### src/rtl/exc_seq_pkg.sv
// Shared definitions for the exception sequencer: control-write opcodes,
// request-source indices in priority order, and the vector offset of each.
package exc_seq_pkg;

    typedef enum logic [2:0] {
        OP_NONE     = 3'd0,
        OP_SET_BOTH = 3'd1,
        OP_SET_RI   = 3'd2,
        OP_CLR_BOTH = 3'd3,
        OP_LD_SAVE0 = 3'd4,
        OP_LD_SAVE1 = 3'd5
    } csr_op_e;

    // Index 0 is the highest priority.
    localparam int SRC_N   = 3;
    localparam int SRC_NMI = 0;
    localparam int SRC_DEC = 1;
    localparam int SRC_EXT = 2;

    localparam int OFS_W = 12;

    // Vector offset for a source index.
    function automatic logic [OFS_W-1:0] src_offset(input int unsigned idx);
        case (idx)
            0:       return 12'h100;
            1:       return 12'h900;
            default: return 12'h500;
        endcase
    endfunction

endpackage

### src/rtl/exc_prio.sv
// Request qualifier and fixed-priority picker.
// Assumes: req[0] is the highest priority; a source is eligible only when
// the current instruction has completed and, if maskable, the enable is set.
// Purely combinational apart from the clock used by its assertions.
module exc_prio #(
    parameter int            N        = exc_seq_pkg::SRC_N,
    parameter logic [N-1:0]  MASKABLE = 3'b110,
    localparam int           IW       = (N > 1) ? $clog2(N) : 1
) (
    input  logic          clk,
    input  logic          rst_n,
    input  logic          done,
    input  logic          en,
    input  logic [N-1:0]  req,
    output logic [N-1:0]  grant,
    output logic          any,
    output logic [IW-1:0] idx
);

    logic [N-1:0] elig;

    // Qualify each source with completion and, where maskable, the enable.
    generate
        for (genvar g = 0; g < N; g++) begin : g_qual
            assign elig[g] = done & req[g] & (en | ~MASKABLE[g]);
        end
    endgenerate

    // Pick the lowest-index eligible source.
    always_comb begin
        grant = '0;
        idx   = '0;
        any   = 1'b0;
        for (int i = 0; i < N; i++) begin
            if (elig[i] && !any) begin
                grant[i] = 1'b1;
                idx      = IW'(i);
                any      = 1'b1;
            end
        end
    end

    a_r9_onehot_grant: assert property (@(posedge clk) disable iff (!rst_n)
        $onehot0(grant));

    a_r9_nmi_first: assert property (@(posedge clk) disable iff (!rst_n)
        (done && req[exc_seq_pkg::SRC_NMI]) |-> grant[exc_seq_pkg::SRC_NMI]);

    a_r8_ext_masked: assert property (@(posedge clk) disable iff (!rst_n)
        !en |-> !grant[exc_seq_pkg::SRC_EXT] && !grant[exc_seq_pkg::SRC_DEC]);

    a_r1_needs_done: assert property (@(posedge clk) disable iff (!rst_n)
        !done |-> !any);

endmodule

### src/rtl/exc_state.sv
// Machine-state bits (enable, recoverable) and the two save registers.
// Assumes: take, ret and the control op may arrive together; entry beats
// return, and return beats a control write. Entry saves pre-write bits.
module exc_state #(
    parameter int AW = 32
) (
    input  logic          clk,
    input  logic          rst_n,
    input  logic          take,
    input  logic          ret,
    input  logic [2:0]    op,
    input  logic [AW-1:0] wdata,
    input  logic [AW-1:0] cur_pc,
    output logic          ee,
    output logic          ri,
    output logic [AW-1:0] save0,
    output logic [1:0]    save1
);
    import exc_seq_pkg::*;

    csr_op_e op_e;
    logic    wr_ok;

    assign op_e  = csr_op_e'(op);
    assign wr_ok = !take && !ret;

    // Update enable and recoverable bits by entry, return or control write.
    always_ff @(posedge clk) begin
        if (!rst_n) begin
            ee <= 1'b0;
            ri <= 1'b0;
        end else if (take) begin
            ee <= 1'b0;
            ri <= 1'b0;
        end else if (ret) begin
            ee <= save1[1];
            ri <= save1[0];
        end else begin
            case (op_e)
                OP_SET_BOTH: begin ee <= 1'b1; ri <= 1'b1; end
                OP_SET_RI:   ri <= 1'b1;
                OP_CLR_BOTH: begin ee <= 1'b0; ri <= 1'b0; end
                default:     ;
            endcase
        end
    end

    // Capture resume address and state on entry, or load them by write.
    always_ff @(posedge clk) begin
        if (!rst_n) begin
            save0 <= '0;
            save1 <= '0;
        end else if (take) begin
            save0 <= cur_pc;
            save1 <= {ee, ri};
        end else if (wr_ok && op_e == OP_LD_SAVE0) begin
            save0 <= wdata;
        end else if (wr_ok && op_e == OP_LD_SAVE1) begin
            save1 <= wdata[1:0];
        end
    end

    a_r3_clear_on_entry: assert property (@(posedge clk) disable iff (!rst_n)
        take |=> !ee && !ri);

    a_r2_save_pc: assert property (@(posedge clk) disable iff (!rst_n)
        take |=> save0 == $past(cur_pc));

    a_r2_save_bits: assert property (@(posedge clk) disable iff (!rst_n)
        take |=> save1 == $past({ee, ri}));

    a_r7_restore: assert property (@(posedge clk) disable iff (!rst_n)
        (ret && !take) |=> {ee, ri} == $past(save1));

    a_r5_set_both: assert property (@(posedge clk) disable iff (!rst_n)
        (wr_ok && op_e == OP_SET_BOTH) |=> ee && ri);

    a_r5_set_ri_keeps_ee: assert property (@(posedge clk) disable iff (!rst_n)
        (wr_ok && op_e == OP_SET_RI) |=> ri && $stable(ee));

endmodule

### src/rtl/exc_redir.sv
// Registered fetch redirect: vector target on entry, save register 0 on
// return. Assumes take and ret arrive qualified (ret already loses to take).
module exc_redir #(
    parameter int            AW       = 32,
    parameter logic [AW-1:0] VEC_BASE = '0,
    parameter int            IW       = 2
) (
    input  logic          clk,
    input  logic          rst_n,
    input  logic          take,
    input  logic [IW-1:0] idx,
    input  logic          ret,
    input  logic [AW-1:0] save0,
    output logic          redirect,
    output logic [AW-1:0] redirect_pc
);
    import exc_seq_pkg::*;

    logic [AW-1:0] vec_pc;

    // Vector address of the granted source.
    assign vec_pc = VEC_BASE + AW'(src_offset(int'(idx)));

    // Drive a one-cycle redirect with the chosen target.
    always_ff @(posedge clk) begin
        if (!rst_n) begin
            redirect    <= 1'b0;
            redirect_pc <= '0;
        end else begin
            redirect <= take || ret;
            if (take)
                redirect_pc <= vec_pc;
            else if (ret)
                redirect_pc <= save0;
        end
    end

    a_r7_return_target: assert property (@(posedge clk) disable iff (!rst_n)
        (ret && !take) |=> redirect && redirect_pc == $past(save0));

    a_r4_entry_pulse: assert property (@(posedge clk) disable iff (!rst_n)
        (!take && !ret) |=> !redirect);

endmodule

### src/rtl/exc_seq.sv
// Exception entry and return sequencer, top level.
// Takes one of three requests when an instruction completes, saves the
// resume address and state bits, clears the bits and redirects fetch; also
// performs the return and the control writes. Assumes level requests and
// single-cycle strobes for ret_req and csr_op.
module exc_seq #(
    parameter int            AW       = 32,
    parameter logic [AW-1:0] VEC_BASE = 32'hFFF0_0000
) (
    input  logic          clk,
    input  logic          rst_n,
    input  logic          req_nmi,
    input  logic          req_dec,
    input  logic          req_ext,
    input  logic          insn_done,
    input  logic [AW-1:0] cur_pc,
    input  logic          ret_req,
    input  logic [2:0]    csr_op,
    input  logic [AW-1:0] csr_wdata,
    output logic          redirect_o,
    output logic [AW-1:0] redirect_pc_o,
    output logic          ee_o,
    output logic          ri_o,
    output logic [AW-1:0] save0_o,
    output logic [1:0]    save1_o
);
    import exc_seq_pkg::*;

    localparam int IW = (SRC_N > 1) ? $clog2(SRC_N) : 1;

    logic [SRC_N-1:0] req_vec;
    logic [SRC_N-1:0] grant;
    logic             take;
    logic             ret_go;
    logic [IW-1:0]    idx;

    // Gather request lines in priority order.
    always_comb begin
        req_vec          = '0;
        req_vec[SRC_NMI] = req_nmi;
        req_vec[SRC_DEC] = req_dec;
        req_vec[SRC_EXT] = req_ext;
    end

    assign ret_go = ret_req && !take;

    exc_prio #(
        .N        (SRC_N),
        .MASKABLE (3'b110)
    ) u_prio (
        .clk   (clk),
        .rst_n (rst_n),
        .done  (insn_done),
        .en    (ee_o),
        .req   (req_vec),
        .grant (grant),
        .any   (take),
        .idx   (idx)
    );

    exc_state #(
        .AW (AW)
    ) u_state (
        .clk    (clk),
        .rst_n  (rst_n),
        .take   (take),
        .ret    (ret_req),
        .op     (csr_op),
        .wdata  (csr_wdata),
        .cur_pc (cur_pc),
        .ee     (ee_o),
        .ri     (ri_o),
        .save0  (save0_o),
        .save1  (save1_o)
    );

    exc_redir #(
        .AW       (AW),
        .VEC_BASE (VEC_BASE),
        .IW       (IW)
    ) u_redir (
        .clk         (clk),
        .rst_n       (rst_n),
        .take        (take),
        .idx         (idx),
        .ret         (ret_go),
        .save0       (save0_o),
        .redirect    (redirect_o),
        .redirect_pc (redirect_pc_o)
    );

    a_r1_entry_after_done: assert property (@(posedge clk) disable iff (!rst_n)
        (redirect_o && !$past(ret_req)) |-> $past(insn_done));

    a_r10_entry_beats_return: assert property (@(posedge clk) disable iff (!rst_n)
        (take && ret_req) |=> !ee_o && !ri_o);

    a_r9_grant_matches_take: assert property (@(posedge clk) disable iff (!rst_n)
        take |-> $countones(grant) == 1);

endmodule

### config.mk
export PLATFORM = sky130hd
export DESIGN_NAME = exc_seq
export DESIGN_NICKNAME = d
export VERILOG_FILES = /design/src/rtl/exc_seq_pkg.sv /design/src/rtl/exc_prio.sv /design/src/rtl/exc_state.sv /design/src/rtl/exc_redir.sv /design/src/rtl/exc_seq.sv
export SDC_FILE = /design/constraint.sdc
export NUM_CORES = 1
export LEC_CHECK = 0
export CORE_ASPECT_RATIO = 1.5
export CORE_MARGIN = 4
export CORE_UTILIZATION = 41
export DETAILED_ROUTE_END_ITERATION = 7
export MAX_ROUTING_LAYER = met4
export PLACE_DENSITY_LB_ADDON = 0.2
export SYNTH_ARGS = -nofsm -noshare
export SYNTH_HDL_FRONTEND = slang
export SYNTH_SLANG_ARGS = --single-unit
### constraint.sdc
create_clock -name clk -period 1.88 [get_ports clk]
set_clock_uncertainty 0.2 [all_clocks]
set_input_delay 0.376 -clock clk [delete_from_list [all_inputs] [get_ports clk]]
set_output_delay 0.376 -clock clk [all_outputs]
set_load 0.01 [all_outputs]
### Yosys cells after proc, flatten, opt, wreduce, memory -nomap -nowiden

Cells that the tools add are included.
W data, S select, Z words.

| cells by class | value |
|---|---|
| add/sub/neg operators | 1 |
| multipliers | 0 |
| divide/modulo/power cells | 0 |
| $lt $le $gt $ge | 0 |
| equal/unequal tests | 7 |
| shift operators | 0 |
| mux-type cells | 17 |
| bitwise operators | 6 |
| reductions and logical operators | 20 |

Operators by type and width:

| cell | count |
|---|---|
| $mux W32 | 4 |
| $pmux W12 S2 | 1 |
| $add A21 B13 Y22 const A | 1 |
| $mux W2 | 4 |
| $eq A3 B2 Y1 const B | 2 |
| $eq A3 B3 Y1 const B | 2 |
| $logic_and A1 B1 Y1 | 6 |
| $mux W1 | 6 |
| $reduce_bool A2 Y1 | 3 |
| $reduce_bool A3 Y1 | 2 |
| $and A1 B1 Y1 | 5 |
| $logic_not A1 Y1 | 4 |
| $pmux W1 S2 | 2 |
| $reduce_or A2 Y1 | 2 |
| $eq A3 B1 Y1 const B | 1 |
| $eq A2 B1 Y1 const B | 1 |
| $logic_not A2 Y1 | 1 |
| $ne A2 B1 Y1 const B | 1 |
| $reduce_and A2 Y1 | 1 |
| $logic_or A1 B1 Y1 | 1 |
| $not A1 Y1 | 1 |

| word-level totals | value |
|---|---|
| register bits | 69 |
| latch bits | 0 |
| RAM bits | 0 |
| ROM bits | 0 |
| output and inout port bits | 69 |
| word-level logic and storage cells | 57 |
| memories | 0 |

### Longest topological paths before layout

| depth | value |
|---|---|
| depth after elaboration | 14 |
| gate-level depth with buffers | 6 |
| mapped depth without buffers | 3 |

### By module

Synthesis repeated with hierarchy kept, for this count alone.

| second synthesis, totals | value |
|---|---|
| cell total of the unflattened synthesis | 324 |
| area total of the unflattened synthesis | 2,940.3 µm² |

Modules (own cells, without submodules):

| module | instances | cells each | area each (µm²) | sequential area each (µm²) |
|---|---|---|---|---|
| exc_state | 1 | 202 | 1,571.5 | 720.7 |
| exc_redir | 1 | 111 | 1,282.5 | 660.6 |
| exc_prio | 1 | 10 | 72.6 | 0.0 |
| exc_seq | 1 | 1 | 13.8 | 0.0 |

### Worst setup path after synthesis

Ideal clock, no wire load.

| timing | value |
|---|---|
| kind | input-to-reg |
| from | input port ret_req |
| to | register u_state.save0[13] |
| setup time | 0.128 ns |
| arrival time | 1.328 ns |
| data required time | 1.552 ns |
| path slack | 0.225 ns |
| stages | 5 |
| buffers on the path | 2 |
| cell sequence | or4b_1 > clkbuf_1 > buf_2 > nand2_1 > a31oi_2 |

| on the way | value |
|---|---|
| word-level cells in the longest chain between the ends | 4 |

Ends and longest elaborated chain:

| element | RTL line | RTL |
|---|---|---|
| start: declaration | exc_seq.sv:17 | `input logic ret_req,` |
| $logic_not A1 Y1 | exc_state.sv:25 | `assign wr_ok = !take && !ret;` |
| $logic_and A1 B1 Y1 | exc_state.sv:25 |  |
| $logic_and A1 B1 Y1 | exc_state.sv:56 | `end else if (wr_ok && op_e == OP_LD_SAVE0) begin` |
| $reduce_bool A2 Y1 (no source line) | -- |  |
| end signal: assignment | exc_state.sv:54 | `save0 <= cur_pc;` |
| end signal: assignment | exc_state.sv:57 | `save0 <= wdata;` |
| end: declaration | exc_state.sv:16 | `output logic [AW-1:0] save0,` |

Every way passes these cells.
A chain may end at the register's enable or synchronous reset.

### Worst setup path after layout

| timing | value |
|---|---|
| from | register u_state.save0[12] |
| to | output port save0_o[12] |

RTL lines:

| element | RTL line | RTL |
|---|---|---|
| end: declaration | exc_seq.sv:24 | `output logic [AW-1:0] save0_o,` |

No word-level cell between the ends.

==> metrics.md <==
| Metric | Value |
|---|---|
| Detail Route Antenna Nets | `0` |
| Die width | `78.0 um` |
| Met3 WL post-DR | `465 um` |
| DRC | `0` |
| Post-DP HPWL | `6.87 mm` |
| Crit path arrival time | `1.27 ns` |
| CP Launch Type | `flip-flop` |
| Number of synthesized flops with an enable pin | `0` |
| Top-level I/O count | `143` |
| Via count | `2962` |
| Initial DRT Pass Iterations | `4` |
| Synth unique cells | `28` |
| Run status | `completed` |
| HP Class | `primary input to flip-flop` |
| DRT Wirelength | `9.58 mm` |
| Avg Cell Area, Syn | `9.30 um2` |
| Final instance count without filler cells | `578` |
| R2R Setup Slk | `0.29 ns` |
| Post-Route Setup TNS | `0 ns` |
| Slew Limit Headroom | `0.685` |
| Clock transition at the registers of the reported paths | `0.07 ns` |
| Seq/Total Area, Yosys | `0.458` |
| Worst-Margin Slew | `0.473 ns` |
| Largest stage delay on the critical path | `0.56 ns` |
| Final min period | `1.84 ns` |
| Top-area cell type share of the netlist area | `0.458` |
| N_diodes | `0` |
| WL met2 | `4.78 mm` |
| Max Slew Vio Count | `0` |
| Setup crit end kind | `output port` |
| Gr usage total | `0.224` |
| Port Buffers | `142` |
| Max_cap viols | `0` |
| Initial Util | `0.420` |
| Fmax | `543 MHz` |
| Largest net degree at the start of global routing | `28` |
| Number of global-route vias before repair | `3113` |
| Critical path class | `flip-flop to output port` |
| Dominant synthesized flop cell | `dfxtp_1` |
| CTS Sinks | `69` |
| Static Leakage | `0.00203 uW` |
| Min-Delay Endpoint | `u_state.ee` |
| Area leader, netlist | `dfxtp_1` |
| Avg WL per Cell | `16.6 um` |
| # rows | `38` |
| Synthesized net count | `398` |
| Hold Slack | `0.271 ns` |
| Die area | `8810 um2` |
| Initial antenna violation count | `0` |
| Worst R2R Path Depth | `5` |
| FF-to-FF End | `u_redir.redirect_pc[20]` |
| Final hold vios | `0` |
| FFs w/ async S/R, synth | `0` |
| Buffers & Inverters on Critical Path | `1` |
| CTS Root Cell | `clkbuf_8` |
| M1 wire length | `4.20 mm` |
| CP required | `1.30 ns` |
| Crit path max fanout | `3` |
| Nets | `547` |
| #FFs+latches synth | `69` |
| Worst skew pair latency | `0.34 ns` |
| Num CTS Buffers | `9` |
| CTS tree | `done` |
| Placer Congestion | `0.801` |
| Area contributors post-synth | `dfxtp_1, mux2i_1, nand2_1, o31ai_1, a31oi_1` |
| Congestion Overflow GR | `0` |
| Max Buffers Root-to-Sink | `2` |
| First-pass GRT wire length | `15.2 mm` |
| Pwr Density | `731 nW/um2` |
| Maximum vdd ir drop | `0.533 mV` |
| Ys Warns | `0` |
| 1st-iter DRT viols | `124` |
| Critical path's slowest cell | `clkdlybuf4s50_1` |
| Min-delay src | `ret_req` |
| Final Setup Violations | `0` |
| Die H | `113 um` |
| Cts hold-fix bufs | `0` |
| Via/cell ratio | `5.12` |
| Core footprint | `7180 um2` |
| Top delay family on crit path | `buffers and inverters` |
| Top layer used by detailed routing | `met4` |
| Synthesized area | `3010 um2` |
| Critical Path, Cell by Cell | `clkdlybuf4s50_1` |
| Hold Path Depth | `4` |
| Placed Cells incl. Taps | `562` |
| Layout cells sized above 1 | `0.126` |
| Syn Inst Count | `324` |
| RSZ-0062 raised after global routing | `false` |
| # H-tree levels | `3` |
| Reg-to-Reg Start | `u_state.ee` |
| Crit share post-route | `0.979` |
| Area delta synth->final | `61.2%` |
## layer usage
layer	vias up	GRT usage
met1	1391	0.267
met5	-	-
met4	0	0.104
li1	1461	-
met2	100	0.368
met3	10	0.0374
## flip-flops by register name (all words and copies together) (netlist names)
signal and count:
u_redir.redirect_pc 32, u_state.save1 2, u_state.save0 32, u_state.ri 1, u_redir.redirect 1, u_state.ee 1
## stage by stage
step           worst slack (ns)  cell area, um2   util  total power [uW]
2_1_floorplan             0.225            3010      -              1970
3_3_place_gp             -0.199            4630  0.645              2420
3_5_place_dp             -0.209            4630  0.645              2430
4_1_cts                 0.00705            4820  0.672              3580
5_1_grt                 0.00150            4860  0.677              3690
6_report                 0.0389            4860  0.677              3550
## Yosys cell counts (all sizes together), types with 2 or more instances
master   n
a21boi  14
a21oi    6
a31oi   32
buf     16
clkbuf  14
dfxtp   69
inv      2
mux2i   33
nand2   68
nor2    18
o211ai   2
o21ai    4
o31ai   34
## area by class of cell
type / count / area [um2]
sequential: 69 / 1380
inverter: 2 / 7.51
clock buffer: 16 / 190
tap: 100 / 125
fill: 626 / 2320
multi-input combinational: 223 / 1490
timing repair buffer: 168 / 1670
## worst max-delay path by stage
stage | startpoint | cells after the start | slack [ns] | endpoint
2_1_floorplan | ret_req | 5 | 0.22 | u_state.save0[13]
3_3_place_gp | csr_op[1] | 5 | -0.20 | u_state.save0[17]
3_5_place_dp | csr_op[1] | 5 | -0.21 | u_state.save0[17]
4_1_cts | u_state.save1[1] | 1 | 0.007 | save1_o[1]
5_1_grt | u_state.save0[9] | 1 | 0.001 | save0_o[9]
6_report | u_state.save0[12] | 1 | 0.04 | save0_o[12]
## power breakdown
part	internal, uW	switching (uW)
Combinational	440	319
Sequential	1560	70.3
Clock	627	530
Total	2630	920
## kinds of logic after synthesis
kind of cell / synth area share
flops: 0.458
buf+inv: 0.0507
mux: 0.110
simple gates: 0.140
compound gates: 0.242
## cells in the final DEF (no fill, tap or decap), types with 13 or more instances in the layout
master / instances
dfxtp_1: 68
dlymetal6s2s_1: 14
buf_4: 24
clkdlybuf4s50_1: 125
clkbuf_8: 13
nand2_1: 68
a21boi_0: 14
mux2i_1: 33
o31ai_1: 34
a31oi_1: 22
nor2_1: 18
## what timing repair did
item,CTS,global route
hold endpoints to repair,0,0
setup buffers,0,0
resized for setup,2,14
setup endpoints to repair,1,14
Power figures use the tool's default switching activity.
